`src/rtl/rfs_pkg.sv`:
```
package rfs_pkg;
  typedef enum logic [2:0] {
    ST_PWR,   // power-up pause, pins high
    ST_IDLE,  // pins released to the access side
    ST_CSU,   // CAS low, RAS high
    ST_HOLD,  // CAS low, RAS low
    ST_RASW,  // CAS high, RAS low
    ST_PRE,   // both high, precharge
    ST_SRF,   // self refresh: both low
    ST_SRX    // self refresh exit precharge
  } seq_st_t;
endpackage

```
`src/rtl/rfs_tick_gen.sv`:
```
module rfs_tick_gen #(
  parameter int INTERVAL = 1953
) (
  input  logic clk,
  input  logic rst,
  input  logic en,
  output logic tick
);
  localparam int CW = (INTERVAL > 2) ? $clog2(INTERVAL) : 1;
  localparam logic [CW-1:0] LAST = CW'(INTERVAL - 1);

  logic [CW-1:0] cnt;

  always_ff @(posedge clk) begin
    if (rst || !en) begin
      cnt  <= '0;
      tick <= 1'b0;
    end else if (cnt == LAST) begin
      cnt  <= '0;
      tick <= 1'b1;
    end else begin
      cnt  <= cnt + 1'b1;
      tick <= 1'b0;
    end
  end

  // ticks are single-cycle pulses separated by the interval
  p_tick_gap_r5: assert property (@(posedge clk) disable iff (rst)
    tick |=> !tick);
endmodule

```
`src/rtl/rfs_debt_ctr.sv`:
```
module rfs_debt_ctr #(
  parameter int DEBT_MAX   = 8192,
  parameter int ROWS       = 4096,
  parameter int URGENT_THR = 64,
  parameter int DW         = 14
) (
  input  logic          clk,
  input  logic          rst,
  input  logic          tick,
  input  logic          dec,
  input  logic          clr,
  input  logic          load,
  output logic [DW-1:0] owed,
  output logic          any,
  output logic          hot,
  output logic          sat
);
  localparam logic [DW-1:0] MAXV = DW'(DEBT_MAX);
  localparam logic [DW-1:0] ROWV = DW'(ROWS);
  localparam logic [DW-1:0] THRV = DW'(URGENT_THR);

  always_ff @(posedge clk) begin
    if (rst || clr) begin
      owed <= '0;
    end else if (load) begin
      owed <= ROWV;
    end else begin
      case ({tick, dec})
        2'b10:   if (owed != MAXV) owed <= owed + 1'b1;
        2'b01:   if (owed != '0)   owed <= owed - 1'b1;
        default: owed <= owed;
      endcase
    end
  end

  assign any = (owed != '0);
  assign hot = (owed > THRV);
  assign sat = (owed == MAXV);

  // a saturated count holds rather than wrapping
  p_sat_hold_r8: assert property (@(posedge clk) disable iff (rst)
    (sat && !dec && !clr && !load) |=> (owed == MAXV));
  // a repaid refresh lowers the count by exactly one
  p_dec_step_r7: assert property (@(posedge clk) disable iff (rst)
    (dec && !tick && !clr && !load && any) |=> (owed == $past(owed) - 1'b1));
endmodule

```
`src/rtl/rfs_cbr_seq.sv`:
```
module rfs_cbr_seq
  import rfs_pkg::*;
#(
  parameter int PWRUP_CYC     = 12500,
  parameter int WAKE_N        = 8,
  parameter int CSR_CYC       = 1,
  parameter int CHR_CYC       = 1,
  parameter int RAS_CYC       = 7,
  parameter int RP_CYC        = 5,
  parameter int RASS_CYC      = 10000,
  parameter int RPS_CYC       = 14,
  parameter int POST_SR_BURST = 0
) (
  input  logic clk,
  input  logic rst,
  input  logic owe_any,
  input  logic owe_hot,
  input  logic stale,
  input  logic sr_req,
  input  logic gnt,
  output logic ras_n,
  output logic cas_n,
  output logic we_n,
  output logic pin_own,
  output logic ref_req,
  output logic ref_urgent,
  output logic ready,
  output logic sr_active,
  output logic tick_en,
  output logic dec_pls,
  output logic clr_pls,
  output logic load_pls
);
  localparam int RASW_CYC = RAS_CYC - CHR_CYC;
  localparam int L1 = (PWRUP_CYC > RASS_CYC) ? PWRUP_CYC : RASS_CYC;
  localparam int L2 = (RPS_CYC > RP_CYC) ? RPS_CYC : RP_CYC;
  localparam int L3 = (RASW_CYC > CSR_CYC) ? RASW_CYC : CSR_CYC;
  localparam int L4 = (L1 > L2) ? L1 : L2;
  localparam int L5 = (L3 > CHR_CYC) ? L3 : CHR_CYC;
  localparam int LONGEST = (L4 > L5) ? L4 : L5;
  localparam int CNT_W = $clog2(LONGEST + 1);
  localparam int WK_W  = $clog2(WAKE_N + 1);

  seq_st_t          st;
  logic [CNT_W-1:0] cnt;
  logic [CNT_W-1:0] lim;
  logic [WK_W-1:0]  wake_left;
  logic             waking;
  logic             sr_go;
  logic             last;
  logic             want;
  logic             start;

  always_comb begin
    case (st)
      ST_PWR:  lim = CNT_W'(PWRUP_CYC - 1);
      ST_CSU:  lim = CNT_W'(CSR_CYC - 1);
      ST_HOLD: lim = CNT_W'(CHR_CYC - 1);
      ST_RASW: lim = CNT_W'(RASW_CYC - 1);
      ST_PRE:  lim = CNT_W'(RP_CYC - 1);
      ST_SRF:  lim = CNT_W'(RASS_CYC - 1);
      ST_SRX:  lim = CNT_W'(RPS_CYC - 1);
      default: lim = '0;
    endcase
  end

  assign last     = (cnt == lim);
  assign want     = stale | sr_req | owe_any;
  assign start    = (st == ST_IDLE) && ref_req && gnt && want;
  assign dec_pls  = (st == ST_PRE) && last && !waking;
  assign clr_pls  = (st == ST_PRE) && last && waking && (wake_left == WK_W'(1));
  assign load_pls = (POST_SR_BURST != 0) && (st == ST_SRX) && last;
  assign tick_en  = ready && (st != ST_SRF) && (st != ST_SRX);

  always_ff @(posedge clk) begin
    if (rst) begin
      st         <= ST_PWR;
      cnt        <= '0;
      ras_n      <= 1'b1;
      cas_n      <= 1'b1;
      we_n       <= 1'b1;
      pin_own    <= 1'b1;
      ref_req    <= 1'b0;
      ref_urgent <= 1'b0;
      ready      <= 1'b0;
      sr_active  <= 1'b0;
      wake_left  <= WK_W'(WAKE_N);
      waking     <= 1'b1;
      sr_go      <= 1'b0;
    end else begin
      we_n <= 1'b1;
      case (st)
        ST_PWR: begin
          if (last) begin
            st    <= ST_CSU;
            cnt   <= '0;
            cas_n <= 1'b0;
          end else cnt <= cnt + 1'b1;
        end
        ST_CSU: begin
          if (last) begin
            st    <= ST_HOLD;
            cnt   <= '0;
            ras_n <= 1'b0;
          end else cnt <= cnt + 1'b1;
        end
        ST_HOLD: begin
          if (last) begin
            cnt <= '0;
            if (sr_go) st <= ST_SRF;
            else begin
              st    <= ST_RASW;
              cas_n <= 1'b1;
            end
          end else cnt <= cnt + 1'b1;
        end
        ST_RASW: begin
          if (last) begin
            st    <= ST_PRE;
            cnt   <= '0;
            ras_n <= 1'b1;
          end else cnt <= cnt + 1'b1;
        end
        ST_PRE: begin
          if (last) begin
            cnt <= '0;
            if (waking && wake_left != WK_W'(1)) begin
              wake_left <= wake_left - 1'b1;
              st        <= ST_CSU;
              cas_n     <= 1'b0;
            end else begin
              if (waking) begin
                waking <= 1'b0;
                ready  <= 1'b1;
              end
              st      <= ST_IDLE;
              pin_own <= 1'b0;
            end
          end else cnt <= cnt + 1'b1;
        end
        ST_IDLE: begin
          ref_req    <= want;
          ref_urgent <= want && owe_hot;
          if (stale) ready <= 1'b0;
          if (start) begin
            ref_req    <= 1'b0;
            ref_urgent <= 1'b0;
            pin_own    <= 1'b1;
            cas_n      <= 1'b0;
            st         <= ST_CSU;
            cnt        <= '0;
            sr_go      <= sr_req && !stale;
            if (stale) begin
              waking    <= 1'b1;
              wake_left <= WK_W'(WAKE_N);
            end
          end
        end
        ST_SRF: begin
          if (!last) cnt <= cnt + 1'b1;
          else sr_active <= 1'b1;
          if (sr_active && !sr_req) begin
            st        <= ST_SRX;
            cnt       <= '0;
            ras_n     <= 1'b1;
            cas_n     <= 1'b1;
            sr_active <= 1'b0;
            sr_go     <= 1'b0;
          end
        end
        ST_SRX: begin
          if (last) begin
            st      <= ST_IDLE;
            cnt     <= '0;
            pin_own <= 1'b0;
          end else cnt <= cnt + 1'b1;
        end
        default: st <= ST_IDLE;
      endcase
    end
  end

  // RAS never falls unless CAS is already low
  p_cas_first_r4: assert property (@(posedge clk) disable iff (rst)
    $fell(ras_n) |-> !cas_n);
  // released pins are parked high
  p_idle_pins_r7: assert property (@(posedge clk) disable iff (rst)
    !pin_own |-> (ras_n && cas_n));
  // urgency only accompanies a request
  p_urgent_req_r6: assert property (@(posedge clk) disable iff (rst)
    ref_urgent |-> ref_req);
  // self refresh keeps both strobes low
  p_sr_low_r9: assert property (@(posedge clk) disable iff (rst)
    sr_active |-> (!ras_n && !cas_n));
  // readiness arrives together with releasing the pins
  p_ready_release_r3: assert property (@(posedge clk) disable iff (rst)
    $rose(ready) |-> !pin_own);
endmodule

```
`src/rtl/dram_refresh_sched.sv`:
```
module dram_refresh_sched #(
  parameter int ROWS          = 4096,
  parameter int INTERVAL      = 1953,
  parameter int PWRUP_CYC     = 12500,
  parameter int WAKE_N        = 8,
  parameter int CSR_CYC       = 1,
  parameter int CHR_CYC       = 1,
  parameter int RAS_CYC       = 7,
  parameter int RP_CYC        = 5,
  parameter int RASS_CYC      = 10000,
  parameter int RPS_CYC       = 14,
  parameter int DEBT_MAX      = 8192,
  parameter int URGENT_THR    = 64,
  parameter int POST_SR_BURST = 0,
  localparam int DEBT_W       = $clog2(DEBT_MAX + 1)
) (
  input  logic              clk,
  input  logic              rst,
  input  logic              ref_gnt,
  input  logic              sr_req,
  output logic              ref_req,
  output logic              ref_urgent,
  output logic              pin_own,
  output logic              ras_n,
  output logic              cas_n,
  output logic              we_n,
  output logic              ready,
  output logic              sr_active,
  output logic [DEBT_W-1:0] owed
);
  logic tick, tick_en, dec_pls, clr_pls, load_pls;
  logic owe_any, owe_hot, stale;

  rfs_tick_gen #(.INTERVAL(INTERVAL)) u_tick (
    .clk(clk), .rst(rst), .en(tick_en), .tick(tick)
  );

  rfs_debt_ctr #(
    .DEBT_MAX(DEBT_MAX), .ROWS(ROWS), .URGENT_THR(URGENT_THR), .DW(DEBT_W)
  ) u_debt (
    .clk(clk), .rst(rst), .tick(tick), .dec(dec_pls), .clr(clr_pls),
    .load(load_pls), .owed(owed), .any(owe_any), .hot(owe_hot), .sat(stale)
  );

  rfs_cbr_seq #(
    .PWRUP_CYC(PWRUP_CYC), .WAKE_N(WAKE_N), .CSR_CYC(CSR_CYC),
    .CHR_CYC(CHR_CYC), .RAS_CYC(RAS_CYC), .RP_CYC(RP_CYC),
    .RASS_CYC(RASS_CYC), .RPS_CYC(RPS_CYC), .POST_SR_BURST(POST_SR_BURST)
  ) u_seq (
    .clk(clk), .rst(rst), .owe_any(owe_any), .owe_hot(owe_hot),
    .stale(stale), .sr_req(sr_req), .gnt(ref_gnt), .ras_n(ras_n),
    .cas_n(cas_n), .we_n(we_n), .pin_own(pin_own), .ref_req(ref_req),
    .ref_urgent(ref_urgent), .ready(ready), .sr_active(sr_active),
    .tick_en(tick_en), .dec_pls(dec_pls), .clr_pls(clr_pls),
    .load_pls(load_pls)
  );
endmodule

```
`config.mk`:
```
export PLATFORM = sky130hd
export DESIGN_NAME = dram_refresh_sched
export DESIGN_NICKNAME = d
export VERILOG_FILES = /design/src/rtl/rfs_pkg.sv /design/src/rtl/rfs_tick_gen.sv /design/src/rtl/rfs_debt_ctr.sv /design/src/rtl/rfs_cbr_seq.sv /design/src/rtl/dram_refresh_sched.sv
export SDC_FILE = /design/constraint.sdc
export NUM_CORES = 1
export LEC_CHECK = 0
export BUFFER_PORTS_ARGS = -buffer_cell sky130_fd_sc_hd__buf_2
export CAP_MARGIN = 20
export CORE_AREA = 2 2 132 108
export CTS_BUF_LIST = sky130_fd_sc_hd__clkbuf_2 sky130_fd_sc_hd__clkbuf_4 sky130_fd_sc_hd__clkbuf_8
export CTS_CLUSTER_SIZE = 20
export DETAILED_ROUTE_END_ITERATION = 10
export DIE_AREA = 0 0 134 110
export PLACE_DENSITY = 0.51
export SKIP_CTS_REPAIR_TIMING = 1
export SYNTH_ARGS = -nofsm -noshare
export SYNTH_HDL_FRONTEND = slang
export SYNTH_HIERARCHICAL = 1
export SYNTH_SLANG_ARGS = --single-unit
```
`constraint.sdc`:
```
create_clock -name clk -period 3.6 [get_ports clk]
set_input_delay 0.36 -clock clk [delete_from_list [all_inputs] [get_ports clk]]
set_output_delay 0.36 -clock clk [all_outputs]
set_load 0.05 [all_outputs]
```
* After elaboration in Yosys (flattened, before gate mapping) *
Index checks and enable logic that the tools add are counted.

word-level totals
  bits in writable memories = 0
  output and inout bits = 22
  logic and storage cells = 151
  register bits after elaboration = 56
  latch bits = 0
  input port bits = 4
  memories kept = 0
  memory bits (read-only) = 0

operators by class
  shift operators = 0
  magnitude comparators = 1
  add/sub/neg operators = 5
  div/mod/pow operators = 0
  equal/unequal tests = 33
  muxes and demuxes = 54
  bitwise logic cells = 2
  reductions and logical operators = 41
  multipliers = 0

operator list
  cell                                                            count
  two-way mux 14 bit                                              6
  one-hot mux 14 bit (5 select lines)                             1
  one-hot mux 14 bit (3 select lines)                             1
  adder 14 x 1 -> 14 bit, second input constant                   2
  one-hot mux 14 bit (2 select lines)                             1
  two-way mux 3 bit                                               8
  != test 2 x 1 -> 1 bit, second input constant                   12
  one-hot mux 3 bit (8 select lines)                              1
  two-way mux 1 bit                                               23
  AND reduction 5 bit                                             4
  two-way mux 4 bit                                               4
  AND reduction 8 bit                                             2
  equality test 14 bit                                            1
  equality test 14 bit, second input constant                     1
  greater-than comparator 14 x 7 -> 1 bit, second input constant  1
  != test 14 bit, second input constant                           1
  nonzero test 14 bit                                             1
  subtractor 14 x 1 -> 14 bit, second input constant              1
  logical AND 1 bit                                               13
  equality test 3 bit, second input constant                      4
  adder 11 x 1 -> 11 bit, second input constant                   1
  equality test 11 bit, second input constant                     1
  != test 3 bit, second input constant                            3
  one-hot mux 4 bit (2 select lines)                              1
  24 further kinds                                                42

* Logic depth before layout (Yosys ltp) *
Gate-level depths: netlist of the first run.

  depth in word-level cells = 8
  depth in mapped cells = 15

* By module *
The synthesis of the first run kept the hierarchy.

modules (own cells, without submodules)
  module        cells an instance  times used  area an instance (um^2)
  rfs_cbr_seq   284                1           2184.6
  rfs_debt_ctr  154                1           1178.6
  rfs_tick_gen  60                 1           570.5

* Worst setup path before layout of the first run *
No wires, ideal clock.

  path type = register -> register
  start = register u_seq.st[2]
  end = register u_debt.owed[12]
  buffers on the path = 2
  arrival time = 3598 ps
  required time = 3509 ps
  setup time = 91 ps
  clock period less this slack = 3689 ps
  setup slack = -89 ps
  cell stages (with the launch flop) = 16
  path through = dfxtp_1 buf_2 nand3b_1 mux2i_1 a2111oi_4 nand2_2 nor3_1 nand2b_1 buf_2 xnor2_1 ha_1 nor3_1 o211ai_1 a41oi_1 or3_1 a311oi_1

on the way
  word-level cells in the longest chain between the ends = 8
  elaborated cells between the ends (all ways) = 19
  those cells by class = eq/ne (9); mux (2); reduce/logical (8)

ends and longest elaborated chain
  item                                                                    RTL line                  source
  from (decl)                                                             rfs_cbr_seq.sv:44         seq_st_t st;
  from (signal assigned)                                                  rfs_cbr_seq.sv:77         st <= ST_PWR;
  from (signal assigned)                                                  rfs_cbr_seq.sv:95         st <= ST_CSU;
  from (signal assigned)                                                  rfs_cbr_seq.sv:102        st <= ST_HOLD;
  equality test 3 bit, or another cell as far along                       rfs_cbr_seq.sv:55         case (st)
  one-hot mux 14 bit (5 select lines)                                     rfs_cbr_seq.sv:55
  equality test 14 bit                                                    rfs_cbr_seq.sv:67         assign last = (cnt == lim);
  logical AND 1 bit * (2 in a row)                                        rfs_cbr_seq.sv:70         assign dec_pls = (st == ST_PRE) && last && !waking;
  net dec_pls                                                             dram_refresh_sched.sv:31  logic tick, tick_en, dec_pls, clr_pls, load_pls;
  equality test 2 x 1 -> 1 bit or equality test 2 bit (tied branches)     rfs_debt_ctr.sv:28        case ({tick, dec})
  != test 2 x 1 -> 1 bit (no line) or nonzero test 2 bit (tied branches)  --
  AND reduction 3 bit (no line)                                           --
  to (signal assigned)                                                    rfs_debt_ctr.sv:29        2'b10: if (owed != MAXV) owed <= owed + 1'b1;
  to (signal assigned)                                                    rfs_debt_ctr.sv:30        2'b01: if (owed != '0) owed <= owed - 1'b1;
  to (signal assigned)                                                    rfs_debt_ctr.sv:31        default: owed <= owed;
  to (decl)                                                               rfs_debt_ctr.sv:13        output logic [DW-1:0] owed,

Mark *: on every way through the listed nets, which the timed path passes. The rest lies on a longest branch.
A chain may end at the register's enable or synchronous reset.

* Worst setup path in the final report of the first run *
  start = register u_seq.st[2]
  end = register u_debt.owed[11]

Same word-level chain as after synthesis.

==> metrics.txt, run 1 <==
Slowest cell on crit path or4_1; Avg Inst Size Synth about 7.9 µm²; maximum number of pins on one net before global-route repair 23; type of the setup path with the least slack register to register; type of element capturing the critical path register; proportion of power drawn by combinational gates 0.045; worst hold-check path type input port to register; number of ports placed on the die boundary 26; non-filler instance count after layout roughly 700; number of CTS-inserted buffers 5; final worst clock skew 0.01439 ns; total met3 wirelength after detailed routing around 590 µm; starting density of the core 0.2944; count of vias placed by the detailed router 3765; distinct cell type count after synthesis 84; worst skew pair latency 0.34 ns; Int Power around 780 µW; Max-Slew Margin vs Limit 0.3468; leading area contributor after synthesis dfxtp_1; die area around 15000 µm²; post-synthesis net count 508; Main synth FF type dfxtp_1; DR WL/cell 15.27 µm; Routability Congestion 0.9208; Yosys warnings 6; maximum clock frequency 0.2976 GHz; maximum single-stage delay on the critical path 0.49 ns; Cells after DPL approximately 690; flip-flop and latch count after synthesis 56; relative contribution of sequential cells to total power 0.589; power consumption about 1.1 mW; Initial DRT Pass Iterations 5; DRT met1 WL 5252 µm; GRT Total Usage 0.1515; Clock Tree Buf Depth 2; power dissipated by switching net loads about 290 µW; leakage power summed over all cells approximately 1.5 nW; DP Wirelength 7970 µm; first-pass GRT wire length 17990 µm; number of flops mapped to enable cells by yosys 0; total of endpoints with negative setup slack in the final report 0; type of element launching the critical path register; clock tree from TritonCTS yes; routed wire length approximately 11000 µm; share of power burned in the clock network 0.366; number of antenna violations at the first check in global routing 0; post-synthesis instance total 498; status complete, no violations; post-DR vias/cell 5.386; fraction of the yosys area taken by sequential cells 0.2850; horizontal die dimension roughly 130 µm; crit path time final ~3.4 ns; unrepaired setup endpoints after global routing false; Final Hold Vio Count 0; slew at the pin closest to its max-slew limit 0.9724 ns; DIE HEIGHT between 100 and 150 µm; largest driver fanout on the critical path 12; DRC marker count from the first detailed-route iteration 263; power density over the cells 246.0 nW/µm²; count of buffers from port buffering 24; Tcrit/Tclk final 0.9334; total number of H-tree levels 2; highest routed metal layer met4; most area-consuming cells after synthesis dfxtp_1, a21oi_1, nor2_1; Synth Cell Area 3934 µm²; setup total negative slack 0 ns; Fin Hold WS 0.3814 ns; list of cells traversed by the critical path buf_4 > nor3_2 > mux2i_1 > a2111oi_4 > nand2_2 > nor3_2 > nand2b_1 > buf_4 > and3_1 > o22ai_1 > mux2_2 > or4_1; sum of met2 wire segment lengths after detailed routing 4662 µm; maximum VDD drop 0.1272 mV; final standard cell utilization of the core 0.3260; Synth top area share 0.2850; number of clock sinks seen by CTS 56; required time at the worst-slack endpoint 3.83 ns; signal arrival time at the worst endpoint 3.59 ns; share of synthesized flip-flops with an asynchronous set or reset 0; post-synthesis to final-layout area growth 10.72%; vias in the first global route 3514; core box area 13360 µm²; clock root cell clkbuf_8; clock transition at the registers of the reported paths 0.12 ns; fin nets 528; DRT antenna net count 0; antenna cells 0; fraction of layout instances using a drive strength above 1 0.1734; DRC violations left 0; max-capacitance violation count 0; number of max-slew violations in the final report 0; grt ovf 0; switching share of power 0.2706; # rows 38
[worst max-delay path, delay by kind of cell (launching register included)]
family          cells  cell delay [ns]
mux                 2             0.53
buf+inv             2             0.37
compound gates      2             0.60
flops               1             0.36
simple gates        6             1.40
[logic make-up after synthesis]
family          synth area share
flops                     0.2850
other cells             0.001909
fa+ha+maj                0.01908
mux                      0.02831
xor+xnor                 0.04230
buf+inv                  0.07156
simple gates              0.3333
compound gates            0.2185
[synth_stat cells (all sizes together), types with 8 or more instances]
| library cell | number |
|---|---|
| nor3 | 24 |
| or3 | 19 |
| buf | 25 |
| nand2 | 37 |
| clkbuf | 10 |
| mux2i | 10 |
| nand4 | 9 |
| o21ai | 31 |
| inv | 20 |
| nor4 | 9 |
| nor2b | 9 |
| nor2 | 51 |
| and3 | 9 |
| a21oi | 39 |
| xnor2 | 11 |
| nand3 | 17 |
| nor3b | 8 |
| xor2 | 8 |
| dfxtp | 56 |
[power by group through the flow]
stage | registers, mW | logic [mW] | clock network [mW]
after detailed placement | 0.645 | 0.0477 | 0
after global routing | 0.632 | 0.0529 | 0.436
final | 0.631 | 0.0480 | 0.392
after floorplan | 0.643 | 0.0339 | 0
after global placement | 0.645 | 0.0472 | 0
after CTS | 0.631 | 0.0478 | 0.414
[routing by layer]
metal  up-vias  track usage
li1       1866            -
met1      1786       0.2142
met2       100       0.2315
met3        13      0.02378
met4         0      0.05927
met5         -            0
[flip-flops by register name, indices dropped and copies added (netlist names), 3 cells and up]
register,count
u_debt/owed,14
u_seq/cnt,14
u_tick/cnt,11
u_seq/wake_left,4
u_seq/st,3
[through the flow]
step / worst slack [ns] / cell area [µm²]
after floorplan: 0.01185 / 3939
after global placement: 0.3018 / 4258
after detailed placement: 0.2334 / 4258
after CTS: 0.2062 / 4352
after global routing: 0.04686 / 4355
final: 0.2398 / 4355
[layout make-up]
type	instances	area (µm²)
fill	1401	9005
multi-input combinational	387	2539
sequential	56	1122
timing repair buffer	48	300.3
tap	180	225.2
inverter	20	75.07
clock buffer	5	68.82
clock inverter	3	25.02
[cells in the final DEF (no fill, tap or decap), drive strengths merged, types with 4 or more instances in the layout]
cell type,instances
xor2,8
or4,6
o21ai,31
a21oi,39
o31ai,4
nor2b,9
xnor2,11
dfxtp,56
ha,6
nor3b,8
nor3,24
nor4,9
nand2,37
inv,22
nor2,51
a31oi,4
a2111o,4
o211ai,6
clkbuf,5
mux2i,10
nand2b,6
nand4,9
buf,48
nand3,17
and2,6
or3,19
and3,9
a211oi,4
[worst paths after layout]
path / from / to / slack (ns) / cells after the start
worst min register to register: u_tick/cnt[0]$_SDFF_PP0_ / u_tick/cnt[0]$_SDFF_PP0_ / 0.48 / 1
worst max register to register: u_seq/st[2]$_SDFFE_PP0P_ / u_debt/owed[11]$_SDFFE_PP0P_ / 0.24 / 12
worst max-delay path: u_seq/st[2]$_SDFFE_PP0P_ / u_debt/owed[11]$_SDFFE_PP0P_ / 0.24 / 12
worst min-delay path: sr_req / u_seq/sr_go$_SDFFE_PP0P_ / 0.38 / 3
Note: power is estimated with default switching activity, not from simulation.
==> run 2: changes to the inputs <==
--- a/config.mk
+++ b/config.mk
@@ -7,12 +7,14 @@
 export LEC_CHECK = 0
 export BUFFER_PORTS_ARGS = -buffer_cell sky130_fd_sc_hd__buf_2
 export CAP_MARGIN = 20
+export CELL_PAD_IN_SITES_DETAIL_PLACEMENT = 1
+export CELL_PAD_IN_SITES_GLOBAL_PLACEMENT = 2
 export CORE_AREA = 2 2 132 108
 export CTS_BUF_LIST = sky130_fd_sc_hd__clkbuf_2 sky130_fd_sc_hd__clkbuf_4 sky130_fd_sc_hd__clkbuf_8
 export CTS_CLUSTER_SIZE = 20
 export DETAILED_ROUTE_END_ITERATION = 10
 export DIE_AREA = 0 0 134 110
-export PLACE_DENSITY = 0.51
+export PLACE_DENSITY = 0.74
 export SKIP_CTS_REPAIR_TIMING = 1
 export SYNTH_ARGS = -nofsm -noshare
 export SYNTH_HDL_FRONTEND = slang
==> run 2 against run 1 <==
Die area unchanged. Sequential power about the same. Largest cell class unchanged. Register-to-register slack about the same. Via count up 1.7%. Non-clock buffer count up 4. Worst setup slack better by 0.012 ns. Highest routed layer unchanged. Combinational power up 7.7%. Clock skew up 0.00085 ns.
==> metrics.txt, run 2 (synthesis results as in run 1) <==
type of element capturing the critical path register (unchanged); DP Wirelength 9246 µm (was 7970 µm); worst hold stages 3 (unchanged); number of clock sinks seen by CTS 56 (unchanged); maximum clock frequency 0.2986 GHz (was 0.2976 GHz); slew at the pin closest to its max-slew limit 0.6910 ns (was 0.9724 ns); core box area 13360 µm² (unchanged); final worst clock skew 0.01524 ns (was 0.01439 ns); first-pass GRT wire length 20240 µm (was 17990 µm); grt ovf 0 (unchanged); Tcrit/Tclk final 0.9301 (was 0.9334); clock tree from TritonCTS yes (unchanged); total number of H-tree levels 2 (unchanged); clock transition at the registers of the reported paths 0.11 ns (was 0.12 ns); power density over the cells 257.3 nW/µm² (was 246.0 nW/µm²); maximum number of pins on one net before global-route repair 24 (was 23); required time at the worst-slack endpoint 3.83 ns (about the same); vias in the first global route 3761 (was 3514); non-filler instance count after layout 703 (was 699); setup total negative slack 0 ns (unchanged); GRT Total Usage 0.1737 (was 0.1515); DR WL/cell 17.34 µm (was 15.27 µm); horizontal die dimension 134 µm (unchanged); number of antenna violations at the first check in global routing 0 (unchanged); Clock Tree Buf Depth 2 (unchanged); Final Hold Vio Count 0 (unchanged); leakage power summed over all cells 1.556 nW (was 1.514 nW); DRT antenna net count 0 (unchanged); count of buffers from port buffering 24 (unchanged); commonest non-fill, non-tap cells in the layout dfxtp_1, nor2_1, a21oi_1 (unchanged); worst skew pair latency 0.34 ns (about the same); number of CTS-inserted buffers 5 (unchanged); die area 14740 µm² (unchanged); type of the setup path with the least slack register to register (unchanged); DRC violations left 0 (unchanged); DRC marker count from the first detailed-route iteration 222 (was 263); Initial DRT Pass Iterations 4 (was 5); Sequential cell area 1122 µm² (unchanged); starting density of the core 0.2944 (unchanged); Max-Slew Margin vs Limit 0.5362 (was 0.3468); antenna cells 0 (unchanged); number of max-slew violations in the final report 0 (unchanged); max-capacitance violation count 0 (unchanged); largest driver fanout on the critical path 10 (was 12); crit path time final 3.349 ns (was 3.360 ns); Cells after DPL 695 (was 691); count of vias placed by the detailed router 3829 (was 3765); path depth of the worst reg2reg path 11 (was 12); area of the multi-input gates 2545 µm² (was 2539 µm²); total of endpoints with negative setup slack in the final report 0 (unchanged); Routability Congestion 0.9154 (was 0.9208); # rows 38 (unchanged); number of ports placed on the die boundary 26 (unchanged); DIE HEIGHT 110 µm (unchanged); worst hold-check path type input port to register (unchanged); post-DR vias/cell 5.447 (was 5.386); fin nets 532 (was 528); fill count 1656 (was 1401); fraction of layout instances using a drive strength above 1 0.1797 (was 0.1734); type of element launching the critical path register (unchanged); clock root cell clkbuf_8 (unchanged); unrepaired setup endpoints after global routing false (unchanged); status complete, no violations (unchanged); signal arrival time at the worst endpoint 3.58 ns (was 3.59 ns); leading cell type in the layout, fill and taps excluded dfxtp_1 (unchanged); maximum VDD drop 0.1751 mV (was 0.1272 mV); registers with the most flip-flops u_debt/owed (14), u_seq/cnt (14), u_tick/cnt (11) (unchanged); routed wire length 12190 µm (was 10680 µm); post-synthesis to final-layout area growth 12.09% (was 10.72%)
run 2: worst max-delay path: stages, from the launching register on:
cell	delay, ns
dfxtp_2	0.38
xor2_1	0.17
or3_1	0.40
a2111oi_4	0.35
nand2_2	0.10
nor3_2	0.23
nand2b_1	0.13
buf_4	0.20
and3_1	0.18
o22ai_1	0.23
mux2_2	0.36
or4_1	0.49
run 2: final timing paths:
kind | startpoint | endpoint | slack, ns
worst min-delay path | sr_req | u_seq/sr_go$_SDFFE_PP0P_ | 0.37
worst max-delay path | u_seq/st[1]$_SDFFE_PP0P_ | u_debt/owed[11]$_SDFFE_PP0P_ | 0.25
worst min register to register | u_tick/cnt[0]$_SDFF_PP0_ | u_tick/cnt[0]$_SDFF_PP0_ | 0.47
worst max register to register | u_seq/st[1]$_SDFFE_PP0P_ | u_debt/owed[11]$_SDFFE_PP0P_ | 0.25
run 2: metrics by stage:
stage | instance area (µm²) | power [mW] | setup slack, ns | utilization | hold WS, ns
after floorplan | 3939 | 0.6772 | 0.01185 | - | 0.4296
after global placement | 4288 | 0.6949 | 0.2996 | 0.3209 | 0.4447
after detailed placement | 4288 | 0.6971 | 0.1814 | 0.3209 | 0.4513
after CTS | 4399 | 1.164 | 0.1522 | 0.3293 | 0.3485
after global routing | 4409 | 1.190 | 0.004929 | 0.3300 | 0.3675
final | 4409 | 1.134 | 0.2515 | 0.3300 | 0.3659
run 2: final cells by class:
type / instances / area share
inverter: 20 / 0.01703
timing repair buffer: 52 / 0.07491
tap: 180 / 0.05108
multi-input combinational: 387 / 0.5772
clock buffer: 6 / 0.01731
clock inverter: 2 / 0.007946
sequential: 56 / 0.2545
run 2: metal layers:
metal | track usage | vias to the layer above | routed length [µm]
met5 | 0 | - | 0
met4 | 0.03723 | 0 | 112
met3 | 0.03475 | 7 | 496
met2 | 0.2736 | 59 | 5450
met1 | 0.2463 | 1912 | 6130
li1 | - | 1851 | -
run 2: report_power, final:
| part | leakage (nW) | switching (mW) | internal [mW] |
|---|---|---|---|
| clock | 0.0586 | 0.236 | 0.215 |
| combinational | 1.04 | 0.0350 | 0.0167 |
| sequential | 0.453 | 0.00880 | 0.623 |
